[config.mk]
export PLATFORM = sky130hd
export DESIGN_NAME = irq_collector
export DESIGN_NICKNAME = d
export VERILOG_FILES = /design/src/rtl/irq_pkg.sv /design/src/rtl/irq_status_reg.sv /design/src/rtl/irq_enable_reg.sv /design/src/rtl/irq_combine.sv /design/src/rtl/irq_collector.sv
export SDC_FILE = /design/constraint.sdc
export NUM_CORES = 1
export LEC_CHECK = 0
export ABC_CLOCK_PERIOD_IN_PS = 2600
export BUFFER_PORTS_ARGS = -buffer_cell sky130_fd_sc_hd__buf_2
export CAP_MARGIN = 10
export CORE_MARGIN = 5
export CORE_UTILIZATION = 41
export DETAILED_ROUTE_END_ITERATION = 8
export PLACE_DENSITY = 0.7
export SLEW_MARGIN = 15
export SYNTH_ARGS = -nofsm -noshare
export SYNTH_HDL_FRONTEND = slang
export SYNTH_SLANG_ARGS = --single-unit
[constraint.sdc]
create_clock -name clk -period 2.6 [get_ports clk]
set_input_delay 0.52 -clock clk [delete_from_list [all_inputs] [get_ports clk]]
set_output_delay 0.52 -clock clk [all_outputs]
set_load 0.1 [all_outputs]
[src/rtl/irq_pkg.sv]
package irq_pkg;
  localparam int unsigned IRQ_DEF_SRCS = 15;

  // Next enable state: set first, then clear, so a clear always dominates.
  function automatic logic [63:0] irq_next_enable(
    input logic [63:0] cur,
    input logic        set_en,
    input logic [63:0] set_v,
    input logic        clr_en,
    input logic [63:0] clr_v
  );
    logic [63:0] tmp;
    tmp = cur | (set_en ? set_v : 64'd0);
    tmp = tmp & ~(clr_en ? clr_v : 64'd0);
    return tmp;
  endfunction
endpackage

[src/rtl/irq_status_reg.sv]
module irq_status_reg #(
  parameter int unsigned NUM_SRC = irq_pkg::IRQ_DEF_SRCS
) (
  input  logic               clk,
  input  logic               rst_n,
  input  logic [NUM_SRC-1:0] evt,
  input  logic               rd,
  output logic [NUM_SRC-1:0] status,
  output logic [NUM_SRC-1:0] rdata
);
  // Per-bit sticky flops: the read clears, and an event at the same edge re-sets.
  for (genvar g = 0; g < NUM_SRC; g++) begin : g_bit
    always_ff @(posedge clk) begin
      if (!rst_n) status[g] <= 1'b0;
      else        status[g] <= (status[g] & ~rd) | evt[g];
    end
  end

  always_ff @(posedge clk) begin
    if (!rst_n)  rdata <= '0;
    else if (rd) rdata <= status;
  end

  AST_EVT_NOT_LOST: assert property (@(posedge clk) disable iff (!rst_n)
    (evt != '0) |=> ((status & $past(evt)) == $past(evt)));
  AST_READ_CLEARS: assert property (@(posedge clk) disable iff (!rst_n)
    (rd && evt == '0) |=> (status == '0));
  AST_STICKY_HOLD: assert property (@(posedge clk) disable iff (!rst_n)
    (!rd) |=> ((status & $past(status)) == $past(status)));
endmodule

[src/rtl/irq_enable_reg.sv]
module irq_enable_reg #(
  parameter int unsigned NUM_SRC = irq_pkg::IRQ_DEF_SRCS
) (
  input  logic               clk,
  input  logic               rst_n,
  input  logic               set_we,
  input  logic [NUM_SRC-1:0] set_bits,
  input  logic               clr_we,
  input  logic [NUM_SRC-1:0] clr_bits,
  output logic [NUM_SRC-1:0] en
);
  localparam int unsigned PADW = 64 - NUM_SRC;
  logic [63:0] nxt_wide;

  always_comb begin
    nxt_wide = irq_pkg::irq_next_enable({{PADW{1'b0}}, en}, set_we,
                                        {{PADW{1'b0}}, set_bits}, clr_we,
                                        {{PADW{1'b0}}, clr_bits});
  end

  always_ff @(posedge clk) begin
    if (!rst_n) en <= '0;
    else        en <= nxt_wide[NUM_SRC-1:0];
  end

  AST_CLR_DOMINATES: assert property (@(posedge clk) disable iff (!rst_n)
    clr_we |=> ((en & $past(clr_bits)) == '0));
  AST_SET_TAKES: assert property (@(posedge clk) disable iff (!rst_n)
    (set_we && !clr_we) |=> ((en & $past(set_bits)) == $past(set_bits)));
  AST_IDLE_KEEPS: assert property (@(posedge clk) disable iff (!rst_n)
    (!set_we && !clr_we) |=> $stable(en));
endmodule

[src/rtl/irq_combine.sv]
module irq_combine #(
  parameter int unsigned NUM_SRC = irq_pkg::IRQ_DEF_SRCS
) (
  input  logic               clk,
  input  logic               rst_n,
  input  logic [NUM_SRC-1:0] status,
  input  logic [NUM_SRC-1:0] en,
  output logic               irq
);
  logic any_live;
  assign any_live = |(status & en);

  always_ff @(posedge clk) begin
    if (!rst_n) irq <= 1'b0;
    else        irq <= any_live;
  end

  AST_IRQ_NEEDS_ENABLE: assert property (@(posedge clk) disable iff (!rst_n)
    (en == '0) |=> !irq);
endmodule

[src/rtl/irq_collector.sv]
module irq_collector #(
  parameter int unsigned NUM_SRC = irq_pkg::IRQ_DEF_SRCS
) (
  input  logic               clk,
  input  logic               rst_n,
  input  logic [NUM_SRC-1:0] src_evt,
  input  logic               set_we,
  input  logic [NUM_SRC-1:0] set_bits,
  input  logic               clr_we,
  input  logic [NUM_SRC-1:0] clr_bits,
  input  logic               stat_rd,
  output logic [NUM_SRC-1:0] stat_rdata,
  output logic [NUM_SRC-1:0] mask_rdata,
  output logic               irq
);
  logic [NUM_SRC-1:0] status_q;
  logic [NUM_SRC-1:0] en_q;

  irq_status_reg #(.NUM_SRC(NUM_SRC)) u_status (
    .clk(clk), .rst_n(rst_n), .evt(src_evt), .rd(stat_rd),
    .status(status_q), .rdata(stat_rdata)
  );

  irq_enable_reg #(.NUM_SRC(NUM_SRC)) u_enable (
    .clk(clk), .rst_n(rst_n), .set_we(set_we), .set_bits(set_bits),
    .clr_we(clr_we), .clr_bits(clr_bits), .en(en_q)
  );

  irq_combine #(.NUM_SRC(NUM_SRC)) u_combine (
    .clk(clk), .rst_n(rst_n), .status(status_q), .en(en_q), .irq(irq)
  );

  assign mask_rdata = ~en_q;

  AST_READ_THEN_QUIET: assert property (@(posedge clk) disable iff (!rst_n)
    (stat_rd && src_evt == '0) ##1 (src_evt == '0) |=> !irq);
  AST_MASK_AFTER_CLR: assert property (@(posedge clk) disable iff (!rst_n)
    clr_we |=> ((mask_rdata & $past(clr_bits)) == $past(clr_bits)));
endmodule

==> summary.txt, run 1 <==
Synthesis
  – Most frequent cell after synthesis: dfxtp_1
  – Synth Net Count: 251
  – Mapped cell area: about 1800 sq um
  – Top-area cell type share of the netlist area: between 50% and 60%
  – Register bit total from synthesis: 46
  – Post-synth EDFFs: 0
  – Main area contributors after synthesis: dfxtp_1 (51%), nor2b_1 (10%), mux2i_1 (8.3%), o21a_1 (6.7%), nand2_1 (6.3%)
  – Syn avg cell area: about 9.0 sq um
  – Sequential share of the synthesized area: between 50% and 60%
  – Gate Count Post-Synth: 201
  – Post-synth top cells: dfxtp_1 (46), nand2_1 (30), nor2b_1 (30), o21a_1 (16)
  – Dominant synthesized flop cell: dfxtp_1
  – Async set or reset register ratio after synthesis: 0%
  – Cell taking the most area after synthesis: dfxtp_1
  – Yosys cell types: 15
  – YS warnings: 0

Routing
  – Initial DRT Pass Iterations: 5
  – Initial DRC Count: between 80 and 90
  – DR vias: roughly 1600
  – DR DRC count: 0
  – Wire per inst: 12.8 microns
  – Post-route ant nets: 0
  – Vias per cell: about 4.7
  – Total Routed Length: 4240 microns

Critical path
  – R2r setup slk: between 1000 and 1500 ps
  – Crit Path Class: register to primary output
  – Critical Path RT: 2080 ps
  – Worst path arrival time: about 1100 ps
  – Worst-path maximum fanout: 3
  – Critical Path Start: u_enable.en[13]
  – CP startpoint kind: register
  – CP Capture Type: primary output
  – Worst r2r src: u_enable.en[8]

Cells and area
  – Share of cells above drive strength 1: 31.2%
  – Number of diodes: 0
  – Fin nets: roughly 330
  – Area grow syn2layout: 29.0%

Global route
  – Grt total ovfl: 0
  – First-pass GRT wire length: slightly below 7000 microns
  – Pin count of the biggest net entering global routing: 47
  – Antenna violations before repair: 0
  – GRT Util Overall: between 10% and 20%
  – Vias in the first global route: ~1500

Die
  – I/O pin cnt: between 80 and 90
  – Site row count: 24
  – Die area: 5810 sq um
  – Chip Height: approximately 76 microns
  – Chip width: 76.2 microns
  – Core footprint: around 4300 sq um
  – Starting Density: 41.9%

Power and ir drop
  – Combinational Power Share: between 20 and 25%
  – Max VDD drop: about 0.38 mV
  – PD cells: slightly above 700 nW/um^2
  – Sequential power share: 47.1%
  – Clk pwr share: between 30 and 40%
  – Leak Pwr: 0.00109 uW
  – Sw frac: between 30% and 40%
  – Sw power: 518 uW
  – Int Pwr: about 1100 uW

Clock tree
  – Clock Latency Late Sink: ~290 ps
  – CTS tree: yes
  – Post-CTS sizing: 0
  – Clk root buf: clkbuf_8
  – TritonCTS buffer count: 5
  – Reg clk slew, reported paths: approximately 90 ps
  – Postcts setup bufs: 0
  – Clk buf depth: 2
  – Htree depth: 2
  – Hold_buf cts: 0
  – Num Clock Sinks: 46

STA
  – Hold_ws: ~430 ps
  – Final period utilization: a little over three fifths
  – Slew @ Worst Pin: 729 ps
  – Total negative slack: 0 ps
  – Pins Over Slew Limit: 0
  – Unrepaired setup endpoints after global routing: false
  – Setup ws final: around 1000 ps
  – Final hold vios: 0
  – Max frequency: around 620 MHz
  – Setup-failing EPs final: 0
  – Final min period: 1630 ps
  – Relative slew slack: between 50% and 60%
  – Clock skew: around 8.6 ps

Hold path
  – Worst hold path startpoint: src_evt[6]
  – Hold Crit Class: primary input to register

Outcome
  – Status: finished clean

Placed design
  – Setup slack at placement: about 1000 ps
  – GPL Wtd Cong: approximately 0.76
  – Post-DP HPWL: ~3200 microns
  – I/O Buffers: 80

Job
  – Max-Cap Viols: 0
cells in the final DEF, fill, tap and decap left out, drive strengths merged, types with 15 or more instances in the layout:
| cell | count |
|---|---|
| nand2 | 30 |
| nor2 | 15 |
| o21a | 16 |
| inv | 15 |
| nor2b | 30 |
| dfxtp | 46 |
| buf | 80 |
| mux2i | 15 |
| a21oi | 15 |
stage by stage:
stage / area (sq um) / cells / total power, uW / utilization, %
floorplan: 1800 / 201 / 1070 / -
global placement: 2210 / 323 / 1150 / 51.5
detailed placement: 2210 / 323 / 1150 / 51.5
CTS: 2320 / 331 / 1660 / 54.1
global route: 2320 / 331 / 1720 / 54.1
finish: 2320 / 331 / 1640 / 54.1
worst paths after layout:
kind / to / cells after the start
hold / removal: u_status.status[6] / 2
setup / recovery: mask_rdata[13] / 2
hold reg to reg: u_status.rdata[6] / 2
setup reg to reg: u_combine.irq / 3
power by group through the flow:
stage	clock [uW]	sequential, uW	combinational (uW)
2_1_floorplan	0	874	193
3_3_place_gp	0	791	357
3_5_place_dp	0	791	360
4_1_cts	528	775	360
5_1_grt	563	780	380
6_report	513	774	357
cells by family (layout without fill, tap and decap cells):
kind of cell	count (synthesis)	after routing	synth area share (%)
flip-flops	46	46	51.2
AND/OR/NAND/NOR	77	77	20.4
multiplexers	15	15	8.34
AO/OA/AOI/OAI	38	38	13.9
buffers and inverters	25	103	6.12
worst max-delay path, cell delays in order (launching register included):
cell and delay, ps:
dfxtp_1 340, inv_1 50, buf_2 410
metal layers:
metal  routed length, microns  vias up  track usage [%]
met5                        0        -                0
met4                       30        0             3.67
met2                     2040       54             23.0
met1                     1800      690             17.4
li1                         -      806                -
met3                      372        5             5.79
cell type report:
| type | instances | area (sq um) |
|---|---|---|
| Clock inverter | 2 | 37.5 |
| Clock buffer | 6 | 72.6 |
| Sequential cell | 46 | 921 |
| Fill cell | 437 | 1970 |
| Multi-Input combinational cell | 130 | 768 |
| Timing Repair Buffer | 80 | 400 |
| Tap cell | 52 | 65.1 |
| Inverter | 15 | 56.3 |
state kept, by name, indices dropped and copies added (netlist names):
| register | flops |
|---|---|
| u_enable.en | 15 |
| u_status.rdata | 15 |
| u_status.status | 15 |
| u_combine.irq | 1 |
No activity file was read; power rests on OpenSTA's default activity.
==> run 2: changes to the inputs <==
--- a/config.mk
+++ b/config.mk
@@ -5,13 +5,14 @@
 export SDC_FILE = /design/constraint.sdc
 export NUM_CORES = 1
 export LEC_CHECK = 0
-export ABC_CLOCK_PERIOD_IN_PS = 2600
+export ABC_AREA = 1
+export ABC_CLOCK_PERIOD_IN_PS = 1590
 export BUFFER_PORTS_ARGS = -buffer_cell sky130_fd_sc_hd__buf_2
 export CAP_MARGIN = 10
 export CORE_MARGIN = 5
 export CORE_UTILIZATION = 41
 export DETAILED_ROUTE_END_ITERATION = 8
-export PLACE_DENSITY = 0.7
+export PLACE_DENSITY = 0.71
 export SLEW_MARGIN = 15
 export SYNTH_ARGS = -nofsm -noshare
 export SYNTH_HDL_FRONTEND = slang
==> constraint.sdc (replaced) <==
create_clock -name clk -period 1.59 [get_ports clk]
set_input_delay 0.318 -clock clk [delete_from_list [all_inputs] [get_ports clk]]
set_output_delay 0.318 -clock clk [all_outputs]
set_load 0.1 [all_outputs]
==> summary.txt, run 2 <==
Critical path
  – Worst path arrival time: 1120 ps (about the same)
  – Crit Path Class: register to primary output
  – CP Capture Type: primary output
  – CP startpoint kind: register
  – Worst-path maximum fanout: 3 (unchanged)
  – Critical Path RT: 1270 ps (-810 ps)

Power and ir drop
  – PD cells: 1160 nW/um^2 (+63%)
  – Leak Pwr: 0.00105 uW (-4.1%)
  – Max VDD drop: 0.581 mV (+53%)

Global route
  – Grt total ovfl: 0 (unchanged)
  – GRT Util Overall: 16.4% (+2.2 points)
  – First-pass GRT wire length: 7070 microns (+3.6%)
  – Pin count of the biggest net entering global routing: 31 (-34%)
  – Antenna violations before repair: 0 (unchanged)
  – Vias in the first global route: 1586 (+5.3%)

Die
  – Die area: 5660 sq um (-2.6%)
  – Chip Height: 75.2 microns (-1.3%)
  – Core footprint: 4060 sq um (-5.5%)
  – Site row count: 23 (-4.2%)
  – Starting Density: 43.0% (+1.1 points)
  – I/O pin cnt: 81 (unchanged)
  – Chip width: 75.2 microns (-1.3%)

Synthesis
  – Synth Net Count: 259 (+3.2%)
  – Post-synth top cells: nor2_1 (51), dfxtp_1 (46), a21oi_1 (30), nand2_1 (24), inv_1 (16)
  – Gate Count Post-Synth: 209 (+4.0%)
  – Mapped cell area: 1750 sq um (-3.0%)
  – YS warnings: 0 (unchanged)
  – Syn avg cell area: 8.35 sq um (-6.7%)
  – Sequential share of the synthesized area: 52.8% (+1.6 points)
  – Most frequent cell after synthesis: nor2_1
  – Top-area cell type share of the netlist area: 52.8% (+1.6 points)
  – Dominant synthesized flop cell: dfxtp_1
  – Cell taking the most area after synthesis: dfxtp_1
  – Async set or reset register ratio after synthesis: 0% (unchanged)
  – Post-synth EDFFs: 0 (unchanged)
  – Register bit total from synthesis: 46 (unchanged)
  – Main area contributors after synthesis: dfxtp_1 (53%), nor2_1 (11%), a211oi_2 (10%), a21oi_1 (8.6%), nand2_1 (5.2%)
  – Yosys cell types: 12 (-3)

Clock tree
  – Clk root buf: clkbuf_8
  – Hold_buf cts: 0 (unchanged)
  – Num Clock Sinks: 46 (unchanged)
  – Clock Latency Late Sink: 290 ps (about the same)
  – TritonCTS buffer count: 5 (unchanged)
  – Htree depth: 2 (unchanged)
  – Clk buf depth: 2 (unchanged)
  – Post-CTS sizing: 0 (unchanged)
  – Reg clk slew, reported paths: 80 ps (about the same)
  – Postcts setup bufs: 0 (unchanged)
  – CTS tree: yes

Routing
  – Total Routed Length: 4350 microns (+2.6%)
  – DR DRC count: 0 (unchanged)
  – Vias per cell: 4.77 (+1.5%)
  – Post-route ant nets: 0 (unchanged)
  – Initial DRT Pass Iterations: 4 (-1)
  – Wire per inst: 12.9 microns (+0.81%)
  – DR vias: 1607 (+3.3%)
  – Initial DRC Count: 114 (+33%)

Cells and area
  – Finished Layout Cells: 337 (+1.8%)
  – Fin nets: 337 (+2.7%)
  – Leading registers by flop count: u_enable.en (15), u_status.rdata (15), u_status.status (15)
  – Share of cells above drive strength 1: 36.2% (+5.1 points)
  – Leading cell type in the layout, fill and taps excluded: buf_2
  – Number of diodes: 0 (unchanged)
  – FILL cells: 404 (-7.6%)
  – Most frequent cells in the layout: buf_2 (80), nor2_1 (51), dfxtp_1 (46)
  – Core Util, Final: 55.2% (+1.1 points)
  – Area grow syn2layout: 28.3%

Placed design
  – Placed cells: 330 (+2.2%)
  – Setup slack at placement: 353 ps (-697 ps)
  – GPL Wtd Cong: 0.727 (-4.5%)
  – I/O Buffers: 80 (unchanged)
  – Post-DP HPWL: 3290 microns (+2.3%)

STA
  – Final hold vios: 0 (unchanged)
  – Final period utilization: around nine tenths
  – Total negative slack: 0 ps (unchanged)
  – Setup ws final: 151 ps (-824 ps)
  – Slew @ Worst Pin: 491 ps (-238 ps)
  – Final min period: 1440 ps
  – Max frequency: 695 MHz
  – Pins Over Slew Limit: 0 (unchanged)
  – Clock skew: 4.19 ps (-4.39 ps)
  – Relative slew slack: 67.5% (+16 points)
  – Setup-failing EPs final: 0 (unchanged)
  – Unrepaired setup endpoints after global routing: false

Outcome
  – Status: finished clean

Hold path
  – Hold Crit Class: primary input to register

Job
  – Max-Cap Viols: 0 (unchanged)
run 2: cell types whose count changed after synthesis, sizes merged, moves of 3 or more:
cell | before | now
a21oi | 15 | 30
nor2b | 30 | 0
o21ai | 0 | 15
mux2i | 15 | 0
o21a | 16 | 0
inv | 15 | 18
a22oi | 6 | 0
a211oi | 0 | 15
nor2 | 15 | 51
nand2 | 30 | 24
run 2: cell type report:
cell class / count / area (sq um) / share of cell area, %
inverter: 18 / 67.6 / 3.02
clock buffer: 5 / 68.8 / 3.07
multi-input combinational: 135 / 689 / 30.8
sequential: 46 / 921 / 41.1
clock inverter: 2 / 10.0 / 0.447
tap: 50 / 62.6 / 2.79
timing repair buffer: 81 / 420 / 18.8
run 2: metrics by stage:
| stage | hold slack [ps] | instance area, sq um | total power (uW) |
|---|---|---|---|
| after floorplan | 408 | 1750 | 1800 |
| after global placement | 476 | 2160 | 1950 |
| after detailed placement | 478 | 2160 | 1950 |
| after CTS | 200 | 2240 | 2610 |
| after global routing | 194 | 2240 | 2700 |
| final | 207 | 2240 | 2590 |
run 2: critical path: stages, from the launching register on:
cell	delay, ps
dfxtp_1	340
inv_1	70
buf_2	420
run 2: where the power goes:
part / switching (uW) / internal [uW] / total (uW)
Combinational: 507 / 141 / 648
Sequential: 52.0 / 1230 / 1280
Clock: 365 / 295 / 661
run 2: worst paths after layout:
kind / endpoint / startpoint / slack [ps] / cells after the start
worst max-delay path: mask_rdata[10] / u_enable.en[10] / 150 / 2
worst min-delay path: u_enable.en[7] / clr_bits[7] / 210 / 2
worst max register to register: u_combine.irq / u_enable.en[0] / 710 / 6
worst min register to register: u_status.rdata[6] / u_status.rdata[6] / 500 / 2
run 2: routing by layer:
metal	global-route usage (%)	part of all wire, %	wire, microns
met1	21.0	46	1980
met2	26.6	46	1980
met3	4.27	7.3	318
met4	6.41	1.6	70
met5	0	0	0
run 2: kinds of logic after synthesis:
group	count (synthesis)	share of synthesized area, %
flip-flops	46	52.8
buffers and inverters	28	7.74
AND/OR/NAND/NOR	75	16.1
AO/OA/AOI/OAI	60	23.4
